### src/rtl/pci_tmo_pkg.sv
package pci_tmo_pkg;

  // Status bit positions (software decodes these)
  localparam int MB_BIT = 13;  // master never started
  localparam int TT_BIT = 12;  // target stalled a data phase

  typedef enum logic [1:0] {
    G_IDLE,
    G_WAIT,
    G_BUSY,
    G_HOLD
  } gstate_t;

  typedef enum logic [1:0] {
    P_IDLE,
    P_DATA,
    P_END
  } pstate_t;

endpackage

### src/rtl/pci_tmo_grant_watch.sv
module pci_tmo_grant_watch
  import pci_tmo_pkg::*;
#(
  parameter int LIMIT = 16
) (
  input  logic clk,
  input  logic rst,
  input  logic gnt,
  input  logic frame_n,
  input  logic irdy_n,
  output logic fault
);

  localparam int CW = (LIMIT > 2) ? $clog2(LIMIT) : 1;
  localparam logic [CW-1:0] LAST = CW'(LIMIT - 1);

  gstate_t       state;
  logic [CW-1:0] cnt;

  always_ff @(posedge clk) begin
    if (rst) begin
      state <= G_IDLE;
      cnt   <= '0;
      fault <= 1'b0;
    end else begin
      fault <= 1'b0;
      case (state)
        G_IDLE: begin
          if (gnt) begin
            if (!frame_n) begin
              state <= G_BUSY;
            end else begin
              state <= G_WAIT;
              cnt   <= '0;
            end
          end
        end
        G_WAIT: begin
          if (!frame_n) begin
            state <= G_BUSY;
          end else if (!gnt) begin
            state <= G_IDLE;
          end else if (cnt == LAST) begin
            fault <= 1'b1;
            state <= G_HOLD;
          end else begin
            cnt <= cnt + 1'b1;
          end
        end
        G_BUSY: begin
          if (frame_n && irdy_n) state <= G_IDLE;
        end
        G_HOLD: begin
          if (!frame_n)  state <= G_BUSY;
          else if (!gnt) state <= G_IDLE;
        end
        default: state <= G_IDLE;
      endcase
    end
  end

endmodule

### src/rtl/pci_tmo_phase_watch.sv
module pci_tmo_phase_watch
  import pci_tmo_pkg::*;
#(
  parameter int FIRST_LIMIT = 16,
  parameter int NEXT_LIMIT  = 8
) (
  input  logic clk,
  input  logic rst,
  input  logic frame_n,
  input  logic irdy_n,
  input  logic trdy_n,
  input  logic stop_n,
  output logic fault
);

  localparam int MAXL = (FIRST_LIMIT > NEXT_LIMIT) ? FIRST_LIMIT : NEXT_LIMIT;
  localparam int CW   = (MAXL > 2) ? $clog2(MAXL) : 1;
  localparam logic [CW-1:0] FIRST_LAST = CW'(FIRST_LIMIT - 1);
  localparam logic [CW-1:0] NEXT_LAST  = CW'(NEXT_LIMIT - 1);

  pstate_t       state;
  logic [CW-1:0] cnt;
  logic          first;
  logic [CW-1:0] last_cnt;
  logic          phase_done;
  logic          bus_idle;

  always_comb begin
    last_cnt   = first ? FIRST_LAST : NEXT_LAST;
    phase_done = !irdy_n && !trdy_n;
    bus_idle   = frame_n && irdy_n;
  end

  always_ff @(posedge clk) begin
    if (rst) begin
      state <= P_IDLE;
      cnt   <= '0;
      first <= 1'b1;
      fault <= 1'b0;
    end else begin
      fault <= 1'b0;
      case (state)
        P_IDLE: begin
          if (!frame_n) begin
            state <= P_DATA;
            cnt   <= '0;
            first <= 1'b1;
          end
        end
        P_DATA: begin
          if (bus_idle) begin
            state <= P_IDLE;
          end else if (!stop_n) begin
            state <= P_END;
          end else if (phase_done) begin
            if (frame_n) begin
              state <= P_END;
            end else begin
              cnt   <= '0;
              first <= 1'b0;
            end
          end else if (cnt == last_cnt) begin
            fault <= 1'b1;
            state <= P_END;
          end else begin
            cnt <= cnt + 1'b1;
          end
        end
        P_END: begin
          if (bus_idle) state <= P_IDLE;
        end
        default: state <= P_IDLE;
      endcase
    end
  end

endmodule

### src/rtl/pci_tmo_stat_reg.sv
module pci_tmo_stat_reg
  import pci_tmo_pkg::*;
#(
  parameter int DATA_W = 32
) (
  input  logic              clk,
  input  logic              rst,
  input  logic              mb_fault,
  input  logic              tt_fault,
  input  logic              wr_en,
  input  logic [DATA_W-1:0] wr_data,
  input  logic [1:0]        irq_en,
  output logic [DATA_W-1:0] rd_data,
  output logic              irq
);

  // stat[1] = master stall, stat[0] = target stall
  logic [1:0] stat;
  logic [1:0] clr;
  logic [1:0] kept;
  logic [1:0] stat_nxt;
  logic       unused_wr;

  assign unused_wr = ^{wr_data[DATA_W-1:MB_BIT+1], wr_data[TT_BIT-1:0]};

  always_comb begin
    clr      = wr_en ? {wr_data[MB_BIT], wr_data[TT_BIT]} : 2'b00;
    kept     = stat & ~clr;
    stat_nxt = kept;
    if (kept == 2'b00) begin
      if (mb_fault)      stat_nxt = 2'b10;
      else if (tt_fault) stat_nxt = 2'b01;
    end
  end

  always_ff @(posedge clk) begin
    if (rst) begin
      stat <= 2'b00;
      irq  <= 1'b0;
    end else begin
      stat <= stat_nxt;
      irq  <= |(stat_nxt & irq_en);
    end
  end

  always_comb begin
    rd_data         = '0;
    rd_data[MB_BIT] = stat[1];
    rd_data[TT_BIT] = stat[0];
  end

endmodule

### src/rtl/pci_tmo_mon.sv
module pci_tmo_mon
  import pci_tmo_pkg::*;
#(
  parameter int DATA_W         = 32,
  parameter int MB_LIMIT       = 16,
  parameter int TT_FIRST_LIMIT = 16,
  parameter int TT_NEXT_LIMIT  = 8
) (
  input  logic              clk,
  input  logic              rst,
  input  logic              gnt,
  input  logic              frame_n,
  input  logic              irdy_n,
  input  logic              trdy_n,
  input  logic              stop_n,
  input  logic              wr_en,
  input  logic [DATA_W-1:0] wr_data,
  input  logic [1:0]        irq_en,
  output logic [DATA_W-1:0] rd_data,
  output logic              irq
);

  logic mb_fault;
  logic tt_fault;

  pci_tmo_grant_watch #(
    .LIMIT(MB_LIMIT)
  ) u_grant (
    .clk    (clk),
    .rst    (rst),
    .gnt    (gnt),
    .frame_n(frame_n),
    .irdy_n (irdy_n),
    .fault  (mb_fault)
  );

  pci_tmo_phase_watch #(
    .FIRST_LIMIT(TT_FIRST_LIMIT),
    .NEXT_LIMIT (TT_NEXT_LIMIT)
  ) u_phase (
    .clk    (clk),
    .rst    (rst),
    .frame_n(frame_n),
    .irdy_n (irdy_n),
    .trdy_n (trdy_n),
    .stop_n (stop_n),
    .fault  (tt_fault)
  );

  pci_tmo_stat_reg #(
    .DATA_W(DATA_W)
  ) u_stat (
    .clk     (clk),
    .rst     (rst),
    .mb_fault(mb_fault),
    .tt_fault(tt_fault),
    .wr_en   (wr_en),
    .wr_data (wr_data),
    .irq_en  (irq_en),
    .rd_data (rd_data),
    .irq     (irq)
  );

endmodule

### config.mk
export PLATFORM = sky130hd
export DESIGN_NAME = pci_tmo_mon
export DESIGN_NICKNAME = d
export VERILOG_FILES = /design/src/rtl/pci_tmo_pkg.sv /design/src/rtl/pci_tmo_grant_watch.sv /design/src/rtl/pci_tmo_phase_watch.sv /design/src/rtl/pci_tmo_stat_reg.sv /design/src/rtl/pci_tmo_mon.sv
export SDC_FILE = /design/constraint.sdc
export NUM_CORES = 1
export LEC_CHECK = 0
export BUFFER_PORTS_ARGS = -buffer_cell sky130_fd_sc_hd__buf_4
export CORE_ASPECT_RATIO = 2
export CORE_MARGIN = 5
export CORE_UTILIZATION = 25
export DETAILED_ROUTE_END_ITERATION = 10
export HOLD_SLACK_MARGIN = 0.06
export PLACE_DENSITY_LB_ADDON = 0.08
export SLEW_MARGIN = 40
export SYNTH_ARGS = -nofsm -noshare
export SYNTH_HDL_FRONTEND = slang
export SYNTH_SLANG_ARGS = --single-unit
### constraint.sdc
create_clock -name clk -period 2.5 [get_ports clk]
set_input_delay 0.75 -clock clk [delete_from_list [all_inputs] [get_ports clk]]
set_output_delay 0.75 -clock clk [all_outputs]
set_load 0.02 [all_outputs]
==> metrics.yaml, run 1 <==
status:
  status: "finished clean"
synthesis:
  yosys.cell_types.count: 48
  yosys_warnings: 0
  ys_ff_latch: 18
  syn_area_um2: 1189
  synth_edf_count: 0
  async_flop_share_pct: 0
  seq_area_frac_synth_pct: 30.32
  synthFlopType: "dfxtp_1"
  syn_inst: 142
  syn_area_per_cell_um2: 8.371
drt:
  via_count: 959
  via_per_inst: 4.589
  drt_iter0_drc: 15
  avgRoutedWirePerCell_um: 13.34
  drtPass1Iterations: 4
  wl_um: 2789
  post-route-drc-count: 0
  detail-route-antenna-nets: 0
final_layout:
  regArea_um2: 360.3
  fin_cells: 209
  mostFrequentLayoutCells: "30 x conb_1, 18 x dfxtp_1, 14 x buf_4"
  antenna-diode-count: 0
  syn_to_final_growth_pct: 6.316
  fin_nets: 200
  multi_input_area_um2: 676.9
  n_fill_cell: 533
  drive_above_1_share_pct: 17.53
  final_common_cell: "conb_1"
  stdcell_area_um2: 1264
cts:
  cts_tree: "yes"
  cts.hold.buffers_added: 0
  cts_num_sinks: 18
  worstSkewPairLatency_ns: 0.25
  cts_inserted_buffers: 3
  root_buffer: "clkbuf_8"
  post_cts_resized: 0
  cts_buffer_depth: 2
  post_cts_buffers: 0
  clk_pin_slew_ns: 0.07
  htree_levels: 1
worst_setup_path:
  critPathCaptureType: "flip-flop"
  path_cells: "buf_4 -> or3_4 -> o31a_1 -> or3_1"
  required_ns: 2.63
  cp_max_fo: 11
  critical_path.startpoint: "frame_n"
  timing.rr.start: "u_phase.cnt[0]"
  worstSetupPathType: "in2reg"
  startpoint_type: "primary input"
  arrival_ns: 1.90
  crit_slowest_cell: "or3_4"
  slowest_delay_ns: 0.41
global_routing:
  grt_pass1_vias: 1009
  grt_pass1_wl_um: 4464
  antenna_found_initial: 0
  grt_usage_pct: 9.065
  grt-ovfl-total: 0
  grt_max_degree: 21
sta:
  max_slew.worst_pin.slew_ns: 0.5067
  finalMaxSlewViolations: 0
  period_needed_ns: 1.770
  finalHoldViolations: 0
  rsz0062_at_grt: "no"
  finClkSkew_ns: 0.001114
  fin_crit_sh_pct: 70.81
  setup_viol: 0
  slew_headroom_pct: 65.86
  setup_tns_ns: 0
  fmax_mhz: 564.9
placement:
  routabilityCongestion: 0.7178
  port_buffers: 14
  dp_cells: 206
  placed_cell_area_um2: 1222
  dp_hpwl_um: 2255
floorplanning:
  rows: 35
  io_pins: 75
  die-area_um2: 6317
  die_x_um: 58.76
  chipHeight_um: 107.5
  coreArea_um2: 4598
  start_util_pct: 25.85
job:
  drv_cap: 0
power_and_ir_drop:
  p_seq_share_pct: 49.4
  leakagePower_uw: 0.0005024
  power_frac_comb_pct: 17.2
  p_int_uw: 427.2
  clockPowerShare_pct: 33.4
  powerDensity_nw_per_um2: 477.9
  p_sw_uw: 176.7
  p_sw_share_pct: 29.26
  peakVddDrop_mv: 0.2266
hold_path:
  hp-class: "reg2reg"
  hold_start: "u_phase.cnt[1]"
-- critical path, delay by kind of cell --
kind,cells,cell delay (ns)
and+or+nand+nor,2,0.75
AOI/OAI and AO/OA,1,0.25
buffers and inverters,1,0.15
-- sequential cells by signal, indices dropped and copies added, names as in the netlist --
signal / flops
u_grant.cnt: 4
u_grant.fault: 1
u_grant.state: 2
u_phase.cnt: 4
u_phase.fault: 1
u_phase.first: 1
u_phase.state: 2
u_stat.irq: 1
u_stat.stat: 2
-- area by class of cell --
type | count | share of cell area [%]
flip-flops and latches | 18 | 28.51
inverters | 3 | 0.8911
repair buffers | 14 | 8.317
multi-input cells | 116 | 53.56
clock buffers | 3 | 3.267
well taps | 55 | 5.446
-- synth_stat cells, types with 2 or more instances --
cell type,instances,area (um2)
a21oi_1,11,55.05
a22oi_1,2,15.01
a31o_2,2,17.52
buf_4,30,225.2
clkbuf_1,2,7.510
dfxtp_1,18,360.4
ha_1,2,25.02
inv_1,3,11.26
nand2_1,7,26.28
nand2b_1,4,25.02
nand3_1,5,25.02
nand3b_1,2,15.01
nor2_1,5,18.77
nor3_1,6,30.03
nor3b_1,4,30.03
o211ai_1,2,15.01
o21ai_0,5,25.02
or3_1,2,12.51
-- routing by layer --
layer | global-route usage [%] | up-vias | wire, um
met1 | 7.939 | 464 | 946
li1 | - | 474 | -
met3 | 1.681 | 4 | 91
met4 | 5.024 | 0 | 55
met2 | 17.88 | 17 | 1695
met5 | 0 | - | 0
-- cell families (layout without fill, tap and decap cells) --
group                      count (synthesis)  in the layout  share of synthesized area (%)
xor gates and xnor gates                   1              1                         0.7370
other                                      1             30                         0.3155
buffers and inverters                     37             20                          21.89
and+or+nand+nor                           48             48                          24.32
adders and majority gates                  2              2                          2.105
AOI/OAI and AO/OA                         35             35                          20.32
DFF                                       18             18                          30.32
-- power by group through the flow --
stage,Combinational [uW],Sequential [uW],Clock [uW]
6_report,104,298,202
5_1_grt,112,299,225
2_1_floorplan,114,303,0
3_5_place_dp,101,305,0
3_3_place_gp,101,305,0
4_1_cts,102,298,216
-- worst paths after layout --
check,end,slack [ns],depth (start not counted)
max,u_phase.first,0.73,4
min,u_phase.cnt[1],0.50,2
max reg2reg,u_phase.cnt[0],0.88,5
min reg2reg,u_phase.cnt[1],0.50,2
-- stage by stage --
stage | power [uW] | hold slack [ns] | util [%] | setup WS [ns]
final | 603.9 | 0.4991 | 27.48 | 0.7299
after global routing | 636.0 | 0.5261 | 27.48 | 0.7041
after CTS | 616.2 | 0.5071 | 27.48 | 0.7417
after detailed placement | 406.3 | 0.4954 | 26.58 | 0.4643
after global placement | 406.2 | 0.4839 | 26.58 | 0.4901
after floorplan | 416.4 | 0.4648 | - | 0.5813
(Power assumes the default switching activity.)
==> run 2, diff against run 1 <==
==> constraint.sdc (replaced) <==
create_clock -name clk -period 1.6 [get_ports clk]
set_input_delay 0.48 -clock clk [delete_from_list [all_inputs] [get_ports clk]]
set_output_delay 0.48 -clock clk [all_outputs]
set_load 0.02 [all_outputs]
==> run 2 against run 1 <==
  * Wire length grew 6.0%
  * Sequential power increased by 56%
  * Clock skew up 0.0049 ns
  * Sequential share of layout area down 2.3 points
  * Largest cell class unchanged
  * Worst setup slack got worse by 0.64 ns
  * First-iteration DRC count is 33% higher
  * Cell count increased by 6.2%
  * Combinational power grew 74%
  * Die area stayed put
==> metrics.yaml, run 2 (synthesis gave the netlist of run 1 again) <==
status:
  status: "finished clean"
cts:
  clk_pin_slew_ns: 0.07  # about the same
  cts_inserted_buffers: 3  # unchanged
  root_buffer: "clkbuf_8"
  htree_levels: 1  # unchanged
  worstSkewPairLatency_ns: 0.25  # about the same
  cts.hold.buffers_added: 0  # unchanged
  cts_num_sinks: 18  # unchanged
  cts_buffer_depth: 2  # unchanged
  cts_tree: "yes"
global_routing:
  grt_max_degree: 20  # -4.8%
  grt_usage_pct: 9.527  # +0.46 points
  grt-ovfl-total: 0  # unchanged
  grt_pass1_wl_um: 4609  # +3.2%
  grt_pass1_vias: 983  # -2.6%
  antenna_found_initial: 0  # unchanged
worst_setup_path:
  critPathTopFamily: "compound AO/OA/AOI/OAI gates"
  worstSetupPathType: "reg2reg"
  crit_slowest_cell: "a221o_2"
  cp_max_fo: 6  # -5
  startpoint_type: "flip-flop"
  path_cells: "ha_4 -> and2_4 -> a221o_2 -> buf_4 -> a31o_2"
  required_ns: 1.75  # -0.88 ns
  path_buf_inv: 1  # unchanged
  slowest_delay_ns: 0.41  # about the same
  critPathCaptureType: "flip-flop"
  arrival_ns: 1.66  # -0.24 ns
final_layout:
  syn_to_final_growth_pct: 16.00
  reg_top3: "u_grant.cnt (4), u_phase.cnt (4)"
  drive_above_1_share_pct: 26.35  # +8.8 points
  antenna-diode-count: 0  # unchanged
  final_common_cell: "conb_1"
  mostFrequentLayoutCells: "30 x conb_1, 27 x buf_4, 17 x dfxtp_1"
  n_fill_cell: 522  # -2.1%
  stdcell_area_um2: 1379  # +9.1%
  regArea_um2: 361.6  # +0.35%
  fin_nets: 213  # +6.5%
  multi_input_area_um2: 693.2  # +2.4%
floorplanning:
  chipHeight_um: 107.5  # unchanged
  die_x_um: 58.76  # unchanged
  rows: 35  # unchanged
  die-area_um2: 6317  # unchanged
  start_util_pct: 25.85  # unchanged
  coreArea_um2: 4598  # unchanged
  io_pins: 75  # unchanged
power_and_ir_drop:
  power_frac_comb_pct: 18.8  # +1.6 points
  powerDensity_nw_per_um2: 698.2  # +46%
  clockPowerShare_pct: 32.7  # -0.7 points
  power.total_uw: 962.6  # +59%
  p_sw_uw: 279.4  # +58%
  p_seq_share_pct: 48.4  # -1.0 points
  leakagePower_uw: 0.0005643  # +12%
  p_sw_share_pct: 29.03  # -0.23 points
  p_int_uw: 683.2  # +60%
  peakVddDrop_mv: 0.4334  # +91%
job:
  drv_cap: 0  # unchanged
sta:
  fin_crit_sh_pct: 94.55
  finalHoldViolations: 0  # unchanged
  finClkSkew_ns: 0.006023  # +0.004909 ns
  setup_viol: 0  # unchanged
  rsz0062_at_grt: "no"
  fmax_mhz: 661.0
  period_needed_ns: 1.513
  finalMaxSlewViolations: 0  # unchanged
drt:
  drtPass1Iterations: 4  # unchanged
  avgRoutedWirePerCell_um: 13.31  # -0.25%
  drt_iter0_drc: 20  # +5
  via_per_inst: 4.432  # -3.4%
  wl_um: 2955  # +6.0%
  detail-route-antenna-nets: 0  # unchanged
  via_count: 984  # +2.6%
  post-route-drc-count: 0  # unchanged
placement:
  routabilityCongestion: 0.7830  # +9.1%
  dp_hpwl_um: 2397  # +6.3%
  port_buffers: 14  # unchanged
  placed_cell_area_um2: 1313  # +7.4%
hold_path:
  hp-class: "in2reg"
[run 2: per-layer routing]
metal,vias to the layer above,global-route usage (%),part of all wire (%)
li1,500,-,-
met1,463,9.204,34
met2,17,18.51,61
met3,4,1.200,3.1
met4,0,4.700,1.9
met5,-,0,0
[run 2: power groups by stage]
stage	sequential (uW)	combinational, uW	clock (uW)
2_1_floorplan	473	180	0
3_3_place_gp	476	176	0
3_5_place_dp	476	177	0
4_1_cts	465	178	339
5_1_grt	467	197	354
6_report	466	181	315
[run 2: through the flow]
step / util, % / std cells / setup WS [ns] / hold WS, ns / setup TNS [ns]
2_1_floorplan: - / 171 / -0.02691 / 0.4648 / -0.02691
3_3_place_gp: 28.54 / 218 / -0.06772 / 0.4782 / -0.1758
3_5_place_dp: 28.54 / 218 / -0.08231 / 0.4874 / -0.2361
4_1_cts: 29.44 / 221 / 0.01504 / 0.4443 / 0
5_1_grt: 29.99 / 222 / 0.01403 / 0.4482 / 0
6_report: 29.99 / 222 / 0.08722 / 0.4532 / 0
[run 2: final timing paths]
kind	to	slack (ns)	depth (start not counted)	from
hold / removal	u_stat.irq	0.45	2	irq_en[0]
setup reg to reg	u_phase.state[1]	0.09	5	u_phase.cnt[0]
hold reg to reg	u_grant.cnt[0]	0.52	2	u_grant.cnt[0]
setup / recovery	u_phase.state[1]	0.09	5	u_phase.cnt[0]
[run 2: layout make-up]
cell class / instances / area share [%]
flip-flops and latches: 18 / 26.23
well taps: 55 / 4.991
multi-input cells: 116 / 50.27
inverters: 3 / 0.8167
clock buffers: 3 / 2.995
repair buffers: 27 / 14.70
[run 2: repair_timing]
| action | CTS | global route |
|---|---|---|
| gates resized for setup | 0 | 5 |
| endpoints found under the setup margin | 0 | 2 |
| buffers inserted | 0 | 1 |
==> run 3, diff against run 2 <==
--- a/config.mk
+++ b/config.mk
@@ -5,13 +5,14 @@
 export SDC_FILE = /design/constraint.sdc
 export NUM_CORES = 1
 export LEC_CHECK = 0
-export BUFFER_PORTS_ARGS = -buffer_cell sky130_fd_sc_hd__buf_4
 export CORE_ASPECT_RATIO = 2
 export CORE_MARGIN = 5
 export CORE_UTILIZATION = 25
 export DETAILED_ROUTE_END_ITERATION = 10
+export DONT_BUFFER_PORTS = 1
 export HOLD_SLACK_MARGIN = 0.06
 export PLACE_DENSITY_LB_ADDON = 0.08
+export SETUP_SLACK_MARGIN = 0.3
 export SLEW_MARGIN = 40
 export SYNTH_ARGS = -nofsm -noshare
 export SYNTH_HDL_FRONTEND = slang
==> run 3 against run 2 <==
  * Cell count fell by 5.9%
  * Largest cell class unchanged
  * Critical endpoint is now u_phase.state[0]
  * Utilization fell by 0.90 points
  * Register-to-register slack improved by 0.04 ns
  * Via count fell by 5.6%
  * First-iteration DRC count fell by 55%
  * Critical path type unchanged
  * Flip-flop and latch count did not move
==> metrics.yaml, run 3 (synthesis gave the netlist of run 1 again) <==
floorplanning:
  rows: 35  # unchanged
  chipHeight_um: 107.5  # unchanged
  coreArea_um2: 4598  # unchanged
  die_x_um: 58.76  # unchanged
  start_util_pct: 25.85  # unchanged
  io_pins: 75  # unchanged
  die-area_um2: 6317  # unchanged
placement:
  place_ws_ns: 0.04189  # +0.1242 ns
  dp_hpwl_um: 2217  # -7.5%
  routabilityCongestion: 0.7932  # +1.3%
  port_buffers: 0  # -14
  dp_cells: 197  # -9.6%
  placed_cell_area_um2: 1155  # -12%
drt:
  drtPass1Iterations: 4  # unchanged
  via_count: 929  # -5.6%
  post-route-drc-count: 0  # unchanged
  detail-route-antenna-nets: 0  # unchanged
  drt_iter0_drc: 9  # -55%
  wl_um: 2818  # -4.6%
  avgRoutedWirePerCell_um: 13.48  # +1.3%
  via_per_inst: 4.445  # +0.28%
final_layout:
  n_fill_cell: 523  # +0.19%
  multi_input_area_um2: 726.9  # +4.9%
  regArea_um2: 370.4  # +2.4%
  final_common_cell: "conb_1"
  mostFrequentLayoutCells: "30 x conb_1, 12 x dfxtp_1, 11 x buf_4"
  drive_above_1_share_pct: 26.62  # +0.28 points
  reg_top3: "u_grant.cnt (4), u_phase.cnt (4)"
  syn_to_final_growth_pct: 12.53
  fin_cells: 209  # -5.9%
  fin_nets: 199  # -6.6%
  antenna-diode-count: 0  # unchanged
  stdcell_area_um2: 1338  # -3.0%
global_routing:
  grt_usage_pct: 9.275  # -0.25 points
  grt-ovfl-total: 0  # unchanged
  grt_max_degree: 21  # +5.0%
  grt_pass1_vias: 940  # -4.4%
  grt_pass1_wl_um: 4623  # +0.30%
  antenna_found_initial: 0  # unchanged
cts:
  clk_pin_slew_ns: 0.07  # about the same
  cts.hold.buffers_added: 0  # unchanged
  htree_levels: 1  # unchanged
  root_buffer: "clkbuf_8"
  cts_buffer_depth: 2  # unchanged
  cts_num_sinks: 18  # unchanged
  cts_inserted_buffers: 3  # unchanged
  cts_tree: "yes"
  worstSkewPairLatency_ns: 0.25  # about the same
status:
  status: "finished clean"
worst_setup_path:
  required_ns: 1.79  # +0.04 ns
  r2r_cells: 6  # +1
  cp_max_fo: 5  # -1
  worstSetupPathType: "reg2reg"
  arrival_ns: 1.66  # about the same
  startpoint_type: "flip-flop"
  critPathCaptureType: "flip-flop"
sta:
  setup_tns_ns: 0  # unchanged
  finalHoldViolations: 0  # unchanged
  rsz0062_at_grt: "yes"
  whs_ns: 0.2851  # -0.1681 ns
  period_needed_ns: 1.477  # -0.03587 ns
  fin_crit_sh_pct: 92.31  # -2.2 points
  finalMaxSlewViolations: 0  # unchanged
  fmax_mhz: 677.1  # +2.4%
  fin_ws_ns: 0.1231  # +0.03587 ns
  finClkSkew_ns: 0.003412  # -0.002611 ns
  setup_viol: 0  # unchanged
power_and_ir_drop:
  powerDensity_nw_per_um2: 723.9  # +3.7%
  leakagePower_uw: 0.0005170  # -8.4%
  peakVddDrop_mv: 0.3678  # -15%
hold_path:
  hp-class: "in2reg"
  min_path_cells: 1  # -1
job:
  drv_cap: 0  # unchanged
[run 3: changes by cell type in the layout (fill, tap and decap cells not counted), moves of 2 or more]
cell     delta
buf_4      -16
buf_6       +2
dfxtp_1     -5
dfxtp_2     +4
o21ai_0     -2
o21ai_1     +2
[run 3: final cells by class]
type                       count  share of cell area, %
tap                           55                  5.145
multi-input combinational    116                  54.35
inverter                       3                 0.8419
timing repair buffer          13                  7.858
sequential                    18                  27.69
clock buffer                   4                  4.116
[run 3: worst paths after layout]
kind                       start  slack (ns)               end
hold reg to reg   u_grant.cnt[0]        0.51    u_grant.cnt[0]
setup reg to reg  u_phase.cnt[0]        0.12  u_phase.state[0]
hold / removal               rst        0.29    u_phase.cnt[1]
setup / recovery  u_phase.cnt[0]        0.12  u_phase.state[0]
[run 3: through the flow]
step,utilization [%],total power [uW]
after floorplan,-,654.3
after global placement,25.12,599.4
after detailed placement,25.12,599.3
final,29.09,968.2
after CTS,27.62,980.1
after global routing,29.09,1027
[run 3: per-layer routing]
metal  global-route usage (%)  vias up  part of all wire (%)
li1                         -      473                     -
met1                    8.364      439                    34
met2                    18.28       15                    60
met3                    3.001        2                   5.9
met4                    2.917        0                  0.67
met5                        0        -                     0
[run 3: what timing repair did]
item	in CTS	in global routing
resized for setup	11	11
setup endpoints to repair	10	11
setup buffers	3	5
pin swaps	5	5
[run 3: worst max-delay path, cell delays in order (launching register included)]
cell and delay [ns]:
dfxtp_2 0.34, ha_4 0.16, and2_4 0.15, a221o_2 0.39, buf_4 0.16, buf_4 0.12, a21oi_1 0.10
[run 3: power by group]
group / internal, uW / leakage [uW] / total [uW] / switching (uW)
Clock: 218 / 0.0000288 / 366 / 148
Combinational: 38.9 / 0.000339 / 136 / 97.5
Sequential: 455 / 0.000149 / 466 / 10.7
